**config.mk**
```make
export PLATFORM = sky130hd
export DESIGN_NAME = hdlc_stat_reg
export DESIGN_NICKNAME = d
export VERILOG_FILES = /design/src/rtl/hdlc_stat_pkg.sv /design/src/rtl/hdlc_stat_cts_sync.sv /design/src/rtl/hdlc_stat_avail.sv /design/src/rtl/hdlc_stat_sticky.sv /design/src/rtl/hdlc_stat_reg.sv
export SDC_FILE = /design/constraint.sdc
export NUM_CORES = 1
export LEC_CHECK = 0
export ABC_CLOCK_PERIOD_IN_PS = 4220
export BUFFER_PORTS_ARGS = -buffer_cell sky130_fd_sc_hd__clkbuf_2
export CORE_UTILIZATION = 33
export DETAILED_ROUTE_END_ITERATION = 12
export HOLD_SLACK_MARGIN = 0.03
export PLACE_DENSITY = 0.9
export SETUP_SLACK_MARGIN = 0.4
export SKIP_LAST_GASP = 1
export SYNTH_ARGS = -nofsm -noshare
export SYNTH_HDL_FRONTEND = slang
export SYNTH_SLANG_ARGS = --single-unit
```
**constraint.sdc**
```tcl
create_clock -name clk -period 4.22 [get_ports clk]
set_clock_uncertainty 0.05 [all_clocks]
set_input_delay 0.422 -clock clk [delete_from_list [all_inputs] [get_ports clk]]
set_output_delay 0.422 -clock clk [all_outputs]
set_load 0.005 [all_outputs]
```
**src/rtl/hdlc_stat_pkg.sv**
```systemverilog
package hdlc_stat_pkg;
  localparam int STAT_W    = 16;
  // bit positions inside the status word
  localparam int B_REM_LO  = 0;
  localparam int B_FSENT   = 4;
  localparam int B_TXSPACE = 5;
  localparam int B_CTSLVL  = 6;
  localparam int B_CTSCHG  = 7;
  localparam int B_UNDER   = 8;
  localparam int B_RXDATA  = 9;
  localparam int N_STICKY  = 3;
  // bits allowed to request an interrupt
  localparam logic [STAT_W-1:0] IRQ_CAP =
    (STAT_W'(1) << B_FSENT) | (STAT_W'(1) << B_TXSPACE) |
    (STAT_W'(1) << B_CTSCHG) | (STAT_W'(1) << B_UNDER) |
    (STAT_W'(1) << B_RXDATA);
endpackage

```
**src/rtl/hdlc_stat_cts_sync.sv**
```systemverilog
module hdlc_stat_cts_sync #(
  parameter int STAGES = 2
) (
  input  logic clk,
  input  logic rst,
  input  logic pin_n,
  output logic lvl_o,
  output logic chg_o
);
  logic [STAGES-1:0] chain;
  logic              prev;
  logic              synced;

  generate
    for (genvar i = 0; i < STAGES; i++) begin : g_stage
      if (i == 0) begin : g_first
        always_ff @(posedge clk) begin
          if (rst) chain[0] <= 1'b1;
          else     chain[0] <= pin_n;
        end
      end else begin : g_next
        always_ff @(posedge clk) begin
          if (rst) chain[i] <= 1'b1;
          else     chain[i] <= chain[i-1];
        end
      end
    end
  endgenerate

  assign synced = chain[STAGES-1];

  always_ff @(posedge clk) begin
    if (rst) begin
      prev  <= 1'b1;
      lvl_o <= 1'b0;
    end else begin
      prev  <= synced;
      lvl_o <= ~synced;
    end
  end

  assign chg_o = synced ^ prev;


  cts_lvl_chk: assert property (@(posedge clk) disable iff (rst)
    1'b1 |=> (lvl_o == !$past(synced)));
endmodule

```
**src/rtl/hdlc_stat_avail.sv**
```systemverilog
module hdlc_stat_avail #(
  parameter int LVL_W = 4,
  parameter int BURST = 4
) (
  input  logic             clk,
  input  logic             rst,
  input  logic             burst_mode,
  input  logic             tx_dma_en,
  input  logic             rx_dma_en,
  input  logic [LVL_W-1:0] tx_free,
  input  logic [LVL_W-1:0] rx_count,
  input  logic             rx_last_held,
  output logic             tx_space_o,
  output logic             rx_data_o
);
  localparam logic [LVL_W-1:0] ONE_UNIT   = LVL_W'(1);
  localparam logic [LVL_W-1:0] BURST_UNIT = LVL_W'(BURST);

  logic [LVL_W-1:0] need;
  logic             tx_ok, rx_ok;

  always_comb begin
    need  = burst_mode ? BURST_UNIT : ONE_UNIT;
    tx_ok = (tx_free >= need) && !tx_dma_en;
    rx_ok = ((rx_count >= need) || rx_last_held) && !rx_dma_en;
  end

  always_ff @(posedge clk) begin
    if (rst) begin
      tx_space_o <= 1'b0;
      rx_data_o  <= 1'b0;
    end else begin
      tx_space_o <= tx_ok;
      rx_data_o  <= rx_ok;
    end
  end


  tx_dma_quiet_chk: assert property (@(posedge clk) disable iff (rst)
    tx_dma_en |=> !tx_space_o);

  rx_dma_quiet_chk: assert property (@(posedge clk) disable iff (rst)
    rx_dma_en |=> !rx_data_o);

  rx_last_chk: assert property (@(posedge clk) disable iff (rst)
    (rx_last_held && !rx_dma_en) |=> rx_data_o);
endmodule

```
**src/rtl/hdlc_stat_sticky.sv**
```systemverilog
module hdlc_stat_sticky #(
  parameter int N = 3
) (
  input  logic         clk,
  input  logic         rst,
  input  logic [N-1:0] set_i,
  input  logic [N-1:0] clr_i,
  output logic [N-1:0] q_o
);
  generate
    for (genvar i = 0; i < N; i++) begin : g_bit
      always_ff @(posedge clk) begin
        if (rst) q_o[i] <= 1'b0;
        else     q_o[i] <= set_i[i] | (q_o[i] & ~clr_i[i]);
      end


      set_wins_chk: assert property (@(posedge clk) disable iff (rst)
        set_i[i] |=> q_o[i]);

      clr_takes_chk: assert property (@(posedge clk) disable iff (rst)
        (clr_i[i] && !set_i[i]) |=> !q_o[i]);
    end
  endgenerate
endmodule

```
**src/rtl/hdlc_stat_reg.sv**
```systemverilog
module hdlc_stat_reg
  import hdlc_stat_pkg::*;
#(
  parameter int FIFO_DEPTH  = 8,
  parameter int BURST       = 4,
  parameter int WORD_BYTES  = 4,
  parameter int SYNC_STAGES = 2,
  localparam int LVL_W  = $clog2(FIFO_DEPTH + 1),
  localparam int REM_W  = $clog2(WORD_BYTES * BURST),
  localparam int WREM_W = $clog2(WORD_BYTES)
) (
  input  logic              clk,
  input  logic              rst,
  input  logic              burst_mode,
  input  logic              tx_dma_en,
  input  logic              rx_dma_en,
  input  logic [LVL_W-1:0]  tx_free,
  input  logic [LVL_W-1:0]  rx_count,
  input  logic              rx_last_held,
  input  logic              tx_close_sent,
  input  logic              tx_abort_sent,
  input  logic              tx_underrun,
  input  logic              cts_n,
  input  logic [REM_W-1:0]  rx_rem_bytes,
  input  logic              clr_wr,
  input  logic [STAT_W-1:0] clr_data,
  input  logic [STAT_W-1:0] irq_en,
  output logic [STAT_W-1:0] status,
  output logic              irq
);
  localparam logic [REM_W-1:0] WORD_MASK = REM_W'((1 << WREM_W) - 1);

  logic                cts_lvl, cts_chg;
  logic                tx_space, rx_data;
  logic [N_STICKY-1:0] st_set, st_clr, st_q;
  logic [REM_W-1:0]    rem_q;
  logic                tx_empty;

  hdlc_stat_cts_sync #(.STAGES(SYNC_STAGES)) u_cts (
    .clk(clk), .rst(rst), .pin_n(cts_n), .lvl_o(cts_lvl), .chg_o(cts_chg)
  );

  hdlc_stat_avail #(.LVL_W(LVL_W), .BURST(BURST)) u_avail (
    .clk(clk), .rst(rst), .burst_mode(burst_mode),
    .tx_dma_en(tx_dma_en), .rx_dma_en(rx_dma_en),
    .tx_free(tx_free), .rx_count(rx_count), .rx_last_held(rx_last_held),
    .tx_space_o(tx_space), .rx_data_o(rx_data)
  );

  assign tx_empty = (tx_free == LVL_W'(FIFO_DEPTH));

  // sticky slots: 0 = frame sent, 1 = CTS change, 2 = underrun
  always_comb begin
    st_set[0] = tx_empty && (tx_close_sent || tx_abort_sent);
    st_set[1] = cts_chg;
    st_set[2] = tx_underrun;
    st_clr[0] = clr_wr && clr_data[B_FSENT];
    st_clr[1] = clr_wr && clr_data[B_CTSCHG];
    st_clr[2] = clr_wr && clr_data[B_UNDER];
  end

  hdlc_stat_sticky #(.N(N_STICKY)) u_sticky (
    .clk(clk), .rst(rst), .set_i(st_set), .clr_i(st_clr), .q_o(st_q)
  );

  always_ff @(posedge clk) begin
    if (rst) rem_q <= '0;
    else     rem_q <= burst_mode ? rx_rem_bytes : (rx_rem_bytes & WORD_MASK);
  end

  always_comb begin
    status = '0;
    status[B_REM_LO +: REM_W] = rem_q;
    status[B_FSENT]   = st_q[0];
    status[B_TXSPACE] = tx_space;
    status[B_CTSLVL]  = cts_lvl;
    status[B_CTSCHG]  = st_q[1];
    status[B_UNDER]   = st_q[2];
    status[B_RXDATA]  = rx_data;
  end

  always_ff @(posedge clk) begin
    if (rst) irq <= 1'b0;
    else     irq <= |(status & irq_en & IRQ_CAP);
  end


  irq_lag_chk: assert property (@(posedge clk) disable iff (rst)
    1'b1 |=> (irq == |($past(status) & $past(irq_en) & IRQ_CAP)));

  underrun_set_chk: assert property (@(posedge clk) disable iff (rst)
    tx_underrun |=> status[B_UNDER]);

  fsent_hold_chk: assert property (@(posedge clk) disable iff (rst)
    (!tx_empty && !clr_wr && !status[B_FSENT]) |=> !status[B_FSENT]);

  cts_pair_chk: assert property (@(posedge clk) disable iff (rst)
    (status[B_CTSLVL] != $past(status[B_CTSLVL])) |-> status[B_CTSCHG]);
endmodule

```
**Word-level counts from Yosys, hierarchy flattened**

Cells that the tools add are included.

- Reduce and logical (&&, ||, !) cells: 12
- Bitwise operators: 13
- Equal/unequal tests: 1
- Add/subtract/negate cells: 0
- Mux-type cells: 1
- Shift operators: 0
- Multiply operators: 0
- Div/mod/pow operators: 0
- Order comparisons: 2

Operators with widths:

| kind | count |
|---|---|
| $and A10 B10 Y10 | 1 |
| $ge A4 B4 Y1 | 2 |
| $logic_and A1 B1 Y1 | 6 |
| $not A1 Y1 | 5 |
| $reduce_or A5 Y1 | 1 |
| $eq A4 B4 Y1 const B | 1 |
| $and A1 B1 Y1 | 3 |
| $mux W3 | 1 |
| $or A1 B1 Y1 | 3 |
| $logic_not A1 Y1 | 2 |
| $logic_or A1 B1 Y1 | 2 |
| $reduce_or A2 Y1 | 1 |
| $xor A1 B1 Y1 | 1 |

- Memory bits (writable): 0
- Bits in latches: 0
- Bits of input ports: 55
- Memories kept: 0
- Bits in read-only memories: 0
- Output and inout bits: 17
- Bits in registers: 14
- Word-level logic and storage cells: 41

**Depth between registers and ports, before layout**

Gate-level depths: netlist of the first run.

- Depth after elaboration: 4
- Gate-level depth with buffers: 5
- Gate-level depth less buffers: 5

**Modules after synthesis**

A second synthesis of the first run with hierarchy kept.

- Cells, all modules: 66
- Area, all modules: 646.9 µm²

By module, submodules not included:

| module | cells each | times used | area an instance (µm²) | seq. area each (µm²) |
|---|---|---|---|---|
| hdlc_stat_reg | 27 | 1 | 265.3 | 100.1 |
| hdlc_stat_avail | 18 | 1 | 165.2 | 40.0 |
| hdlc_stat_cts_sync | 9 | 1 | 111.4 | 80.1 |
| hdlc_stat_sticky | 12 | 1 | 105.1 | 60.1 |

**Least setup slack after synthesis of the first run**

No wires, ideal clock.

- Path type: input -> register
- From: in burst_mode
- To: reg u_avail.rx_data_o
- Data required time: 4.039 ns
- Path buffers: 0
- Setup time: 0.131 ns
- Setup slack: 2.473 ns
- Arrival time: 1.565 ns
- Stages on the path: 5
- Path through: inv_1 ha_1 or3b_1 a2111oi_2 nor3_1

- Longest elaborated chain between the ends: 4

Ends and longest elaborated chain:

| what | RTL line | source |
|---|---|---|
| start, declared | hdlc_stat_reg.sv:14 | `input logic burst_mode,` |
| $mux W3 | hdlc_stat_avail.sv:23 | `need = burst_mode ? BURST_UNIT : ONE_UNIT;` |
| $ge A4 B4 Y1 | hdlc_stat_avail.sv:25 | `rx_ok = ((rx_count >= need) \|\| rx_last_held) && !rx_dma_en;` |
| $logic_or A1 B1 Y1 | hdlc_stat_avail.sv:25 |  |
| $logic_and A1 B1 Y1 | hdlc_stat_avail.sv:25 |  |
| end signal, assigned | hdlc_stat_avail.sv:34 | `rx_data_o <= rx_ok;` |
| end, declared | hdlc_stat_avail.sv:14 | `output logic rx_data_o` |

Every way passes these cells.
A chain may end at the register's enable or synchronous reset.

**Final worst setup path of the first run**

Ends and elaborated chain as after synthesis.

==> results of run 1 <==
stage by stage:
stage	worst slack [ns]	area (sq um)	cells
6_report	2.54	817	126
5_1_grt	2.43	817	126
4_1_cts	2.55	817	126
3_5_place_dp	2.25	781	122
3_3_place_gp	2.32	781	122
2_1_floorplan	2.47	616	66
worst paths after layout:
kind	to	slack (ns)
worst max-delay path	u_avail.rx_data_o	2.54
worst min-delay path	u_avail.tx_space_o	0.25
worst max register to register	irq	3.30
worst min register to register	u_cts.synced	0.36
cell usage in the layout (no fill, tap or decap), drive strengths merged:
cell,count
clkbuf,45
dfxtp,14
conb,6
inv,4
a21oi,4
nand2,4
ha,4
nor2,3
or2,2
nor3,2
nor2b,2
nor3b,2
or3b,2
a222oi,1
a22oi,1
a2111oi,1
a211oi,1
xor2,1
nor4b,1
o21ai,1
synthesized netlist by cell type, types with 2 or more instances:
cell type and instances:
dfxtp_1 14, buf_4 9, a21oi_1 4, ha_1 4
inv_1 4, nand2_1 4, nor2_1 3, nor2b_1 2
nor3_1 2, nor3b_1 2, or2_2 2
sequential cells by signal, indices dropped and copies added (netlist names):
name                count
rem_q                   4
u_sticky.q_o            3
irq                     1
u_avail.rx_data_o       1
u_avail.tx_space_o      1
u_cts.chain             1
u_cts.lvl_o             1
u_cts.prev              1
u_cts.synced            1
kinds of logic (layout without fill, tap and decap cells):
group / after synthesis / after routing / synth area share
AO/OA/AOI/OAI: 9 / 9 / 0.109
XOR/XNOR: 1 / 1 / 0.0147
adder cells (fa/ha/maj): 4 / 4 / 0.0839
buffers and inverters: 14 / 49 / 0.145
flip-flops: 14 / 14 / 0.470
other: 1 / 6 / 0.00628
AND/OR/NAND/NOR: 18 / 18 / 0.172
routing by layer:
metal | vias to the layer above | part of all wire
met4 | 0 | 0
met1 | 240 | 0.36
met2 | 32 | 0.57
li1 | 269 | -
met3 | 0 | 0.077
met5 | - | 0
worst register-to-register path: cells and delay by family, from the launching register on:
kind           cells  cell delay, ns
flip-flops         1            0.32
AO/OA/AOI/OAI      2            0.43
cell type report:
cell class	instances	area [sq um]	share of cell area
timing repair buffer	41	205	0.251
sequential	14	280	0.343
inverter	4	15.0	0.0184
multi-input combinational	38	249	0.305
tap	25	31.3	0.0383
clock buffer	4	36.3	0.0444
power by group:
part	total, mW	internal, mW	leakage, nW	switching, mW
registers	0.142	0.139	0.116	0.00280
logic	0.0377	0.0213	0.286	0.0164
clock network	0.0925	0.0523	0.0210	0.0401
==> flow_summary.yaml, run 1 <==
outcome:
  status: "finished, violations left"
  violations: "DRC"
detailed_routing:
  postRouteAntennaNets: 0
  post_drt_wl_per_cell_microns: 9.24
  vias_per_cell: 4.29
  routed_wl_mm: 1.16
  vias: 541
  drc: 2
  drtIter0Drc: 5
  firstDrtPassIters: 8
grt:
  grt-ovfl-total: 0
  grt_max_degree: 14
  gr-usage-all-layers: 0.121
  use_met3: 0.0122
  globalRouteMet1Util: 0.0896
  grt_pass1_vias: 462
  top_usage_layer: "met2"
  antenna_found_initial: 0
  grt_pass1_wl_mm: 1.67
  use_met2: 0.265
critical_path:
  endpoint_kind: "flip-flop"
  cp_max_fo: 6
  cp_num_cells: 6
  setup.worst_path.start_class: "input port"
  cp-startpoint: "burst_mode"
  crit_type: "in2reg"
  arrival_ns: 1.79
  crit_path_top_delay_cell: "a2111oi_2"
  critPathBufInv: 2
  r2r-start: "u_sticky.q_o[2]"
  cp.required_ns: 4.32
  max_stage_delay_ns: 0.40
  critical_path.cell_chain: "clkbuf_2 > inv_1 > ha_1 > or3b_1 > a2111oi_2 > nor3_1"
  critPathTopFamily: "simple AND/OR/NAND/NOR gates"
  rr_worst_depth: 2
finish:
  n_fill_cell: 175
  drive_above_1_share: 0.485
  syn_to_final_growth_pct: 36.9
  fin_nets: 161
  final_util: 0.478
  n_antenna_cell: 0
yosys:
  netlist_area_sq_um: 597
  yosysSeqAreaShare: 0.470
  synth_area_leaders: "dfxtp_1, buf_4, ha_1, a21oi_1, a2111oi_2"
  synth_top_cell_by_area: "dfxtp_1"
  ys_dominant_reg_cell: "dfxtp_1"
  yosysWarnings: 0
  synth_top_area_frac: 0.470
  yosysUniqueCellTypes: 22
  async_flop_share: 0
  synth_cells: 61
  synth-edff-count: 0
  ys_ff_latch: 14
  syn_avg_cell_area_sq_um: 9.78
place:
  gp_congestion: 0.664
  port_buffers: 41
  dp_hpwl_microns: 983
timing:
  rsz0062_at_grt: "false"
  fmax_mhz: 594
  setup_viol: 0
  hold_viol: 0
  hold_slack_ns: 0.253
  period_minus_slack_ns: 1.68
  setup_tns_ns: 0
  period_share: 0.399
  slew_violations: 0
clock_network:
  hold_buffers: 0
  cts.sinks: 14
  clk_path_buf_depth: 2
  clock_latency_ns: 0.27
  ctsResizeCount: 0
  cts_tree: "yes"
  clockRootBuffer: "clkbuf_4"
  post_cts_buffers: 0
  htree_levels: 1
  cts_made_buffers: 3
  cts.clk_slew.worst_paths_ns: 0.08
floorplanning:
  ios: 72
  initial_core_util: 0.349
  die_w_microns: 44.5
  rows: 15
  die_h_microns: 44.5
  coreArea_sq_um: 1710
  design.die.area_sq_um: 1980
hold_path:
  min_delay_path_depth: 2
  hold_start: "tx_dma_en"
  hold_path.class: "in2reg"
pwr:
  p_per_area_nw_per_um2: 333
  ir_worst_vdd_mv: 0.139
  leakagePower_nw: 0.423
  total_power_mw: 0.272
run:
  cap_violations: 0
Note: power is estimated with default switching activity, not from simulation.
==> run 2: changes to the inputs <==
--- a/config.mk
+++ b/config.mk
@@ -5,12 +5,13 @@
 export SDC_FILE = /design/constraint.sdc
 export NUM_CORES = 1
 export LEC_CHECK = 0
-export ABC_CLOCK_PERIOD_IN_PS = 4220
+export ABC_AREA = 1
+export ABC_CLOCK_PERIOD_IN_PS = 1500
 export BUFFER_PORTS_ARGS = -buffer_cell sky130_fd_sc_hd__clkbuf_2
-export CORE_UTILIZATION = 33
+export CORE_UTILIZATION = 29
 export DETAILED_ROUTE_END_ITERATION = 12
 export HOLD_SLACK_MARGIN = 0.03
-export PLACE_DENSITY = 0.9
+export PLACE_DENSITY = 0.82
 export SETUP_SLACK_MARGIN = 0.4
 export SKIP_LAST_GASP = 1
 export SYNTH_ARGS = -nofsm -noshare
==> constraint.sdc (replaced) <==
create_clock -name clk -period 1.5 [get_ports clk]
set_clock_uncertainty 0.05 [all_clocks]
set_input_delay 0.15 -clock clk [delete_from_list [all_inputs] [get_ports clk]]
set_output_delay 0.15 -clock clk [all_outputs]
set_load 0.005 [all_outputs]
==> run 2 against run 1 <==
Compared with the run above:
- the flow now finishes without violations
- global-route usage decreased by 0.38 points
- sequential power grew to 2.8 times the previous value
- via count grew 13%
- non-clock buffer count up 3
- critical path depth decreased by 5
- wire length grew 6.5%
- final area grew 7.0%
- worst setup slack worse by 2.0 ns
- sequential share of layout area shrank 2.3 points
==> flow_summary.yaml, run 2 <==
yosys:
  async_flop_share: 0
  netlist_area_sq_um: 643
  yosysUniqueCellTypes: 16
  synth-edff-count: 0
  synthTopCellsByCount: "nand2_1, dfxtp_1, inv_1"
  yosysWarnings: 0
  syn_avg_cell_area_sq_um: 7.84
  yosysSeqAreaShare: 0.436
  synth_cells: 82
  yosysMostFrequentCell: "nand2_1"
  synth_area_leaders: "dfxtp_1, buf_4, nand2_1, ha_1, inv_1"
  ys_ff_latch: 14
  ys_dominant_reg_cell: "dfxtp_1"
  synth_top_cell_by_area: "dfxtp_1"
  synth_top_area_frac: 0.436
critical_path:
  crit_path_top_delay_cell: "dfxtp_1"
  critPathBufInv: 1
  endpoint_kind: "primary output"
  arrival_ns: 0.74
  critical_path.cell_chain: "clkbuf_2"
  setup.worst_path.start_class: "flip-flop"
  critPathTopFamily: "flip-flops"
  crit_type: "reg2out"
  cp_max_fo: 3
  cp.required_ns: 1.30
  max_stage_delay_ns: 0.36
timing:
  setup_tns_ns: 0
  period_minus_slack_ns: 0.945
  setup_viol: 0
  period_share: 0.630
  rsz0062_at_grt: "false"
  fmax_mhz: 1060
  hold_viol: 0
  slew_violations: 0
place:
  gp_congestion: 0.721
  port_buffers: 41
  place_area_sq_um: 822
  placedCellCount: 145
  dp_hpwl_mm: 1.04
grt:
  grt-ovfl-total: 0
  grt_pass1_vias: 559
  antenna_found_initial: 0
  gr-usage-all-layers: 0.117
  grt_pass1_wl_mm: 2.15
  grt_max_degree: 13
clock_network:
  post_cts_buffers: 0
  clockRootBuffer: "clkbuf_4"
  clk_path_buf_depth: 2
  cts_made_buffers: 3
  cts.clk_slew.worst_paths_ns: 0.07
  htree_levels: 1
  cts.sinks: 14
  clock_latency_ns: 0.26
  cts_tree: "yes"
outcome:
  status: "complete, no violations"
hold_path:
  hold_path.class: "in2reg"
detailed_routing:
  drtIter0Drc: 6
  vias_per_cell: 4.03
  firstDrtPassIters: 2
  routed_wl_mm: 1.24
  vias: 609
  post_drt_wl_per_cell_microns: 8.21
  drc: 0
  postRouteAntennaNets: 0
pwr:
  net-switching-power_mw: 0.160
  power.switching_fraction: 0.226
  combPwrFrac: 0.168
  intPower_mw: 0.548
  leakagePower_nw: 0.509
  clkPwrFrac: 0.270
  p_per_area_nw_per_um2: 810
  total_power_mw: 0.708
  seq_power_share: 0.563
  ir_worst_vdd_mv: 0.334
floorplanning:
  coreArea_sq_um: 2020
  die_w_microns: 49.1
  die_h_microns: 49.1
  initial_core_util: 0.318
  design.die.area_sq_um: 2410
  rows: 16
  ios: 72
finish:
  fin_nets: 185
  fin_cells: 151
  drive_above_1_share: 0.363
  final_area_sq_um: 875
  syn_to_final_growth_pct: 36.0
  final_common_cell: "clkbuf_2"
  largest_reg_flops: 4
  layout_common_cells: "clkbuf_2, nand2_1, dfxtp_1"
  n_antenna_cell: 0
  reg_top3: "rem_q x4, u_sticky.q_o x3"
  top_register: "rem_q"
run:
  cap_violations: 0
==> run 2: cell types whose count changed after synthesis, moves of 2 or more <==
cell     delta
nor3b_1     -2
nor2_1      +7
nor2b_1     -2
or2_0       +2
nand2_1    +11
or2_2       -2
nand3_1     +3
or2_1       +2
inv_1       +7
and3_1      +2
==> run 2: routing by layer <==
metal | wire [microns] | GRT usage | vias up
met5 | 0 | 0 | -
met4 | 0 | 0.0686 | 0
met3 | 75 | 0.0187 | 0
met2 | 681 | 0.231 | 28
met1 | 483 | 0.112 | 263
li1 | - | - | 318
==> run 2: final timing paths <==
path	start	endpoint	slack, ns	cells past startpoint
max	u_sticky.q_o[1]	status[7]	0.56	1
min	tx_underrun	u_sticky.q_o[2]	0.04	3
max reg2reg	u_sticky.q_o[1]	irq	0.76	4
min reg2reg	u_cts.chain[0]	u_cts.synced	0.36	1
==> run 2: what timing repair did <==
| action | CTS | global route |
|---|---|---|
| hold buffers | 3 | 0 |
| hold endpoints to repair | 3 | 0 |
| resized for setup | 0 | 0 |
==> run 2: area by class of cell <==
class / count / area [sq um]
sequential: 14 / 280
timing repair buffer: 44 / 235
inverter: 12 / 45.0
clock buffer: 3 / 22.5
fill: 217 / 1150
tap: 27 / 33.8
multi-input combinational: 51 / 258
==> run 2: per-stage QoR <==
step	setup WS, ns	hold slack, ns	util
after floorplan	0.613	0.197	-
after global placement	0.455	0.280	0.407
after detailed placement	0.394	0.284	0.407
after CTS	0.537	0.0374	0.433
after global routing	0.483	0.0401	0.433
final	0.555	0.0428	0.433
==> run 2: power by group through the flow <==
stage	Sequential (mW)	Combinational [mW]	Clock [mW]
finish	0.398	0.119	0.191
global placement	0.407	0.108	0
CTS	0.398	0.121	0.205
floorplan	0.408	0.0672	0
detailed placement	0.407	0.114	0
global route	0.401	0.139	0.223
==> run 2: logic make-up after synthesis <==
group / count (synthesis) / synth area share
AND/OR/NAND/NOR: 35 / 0.235
buffers and inverters: 22 / 0.193
flip-flops: 14 / 0.436
AO/OA/AOI/OAI: 5 / 0.0389
adder cells (fa/ha/maj): 4 / 0.0778
XOR/XNOR: 1 / 0.0136
other: 1 / 0.00583
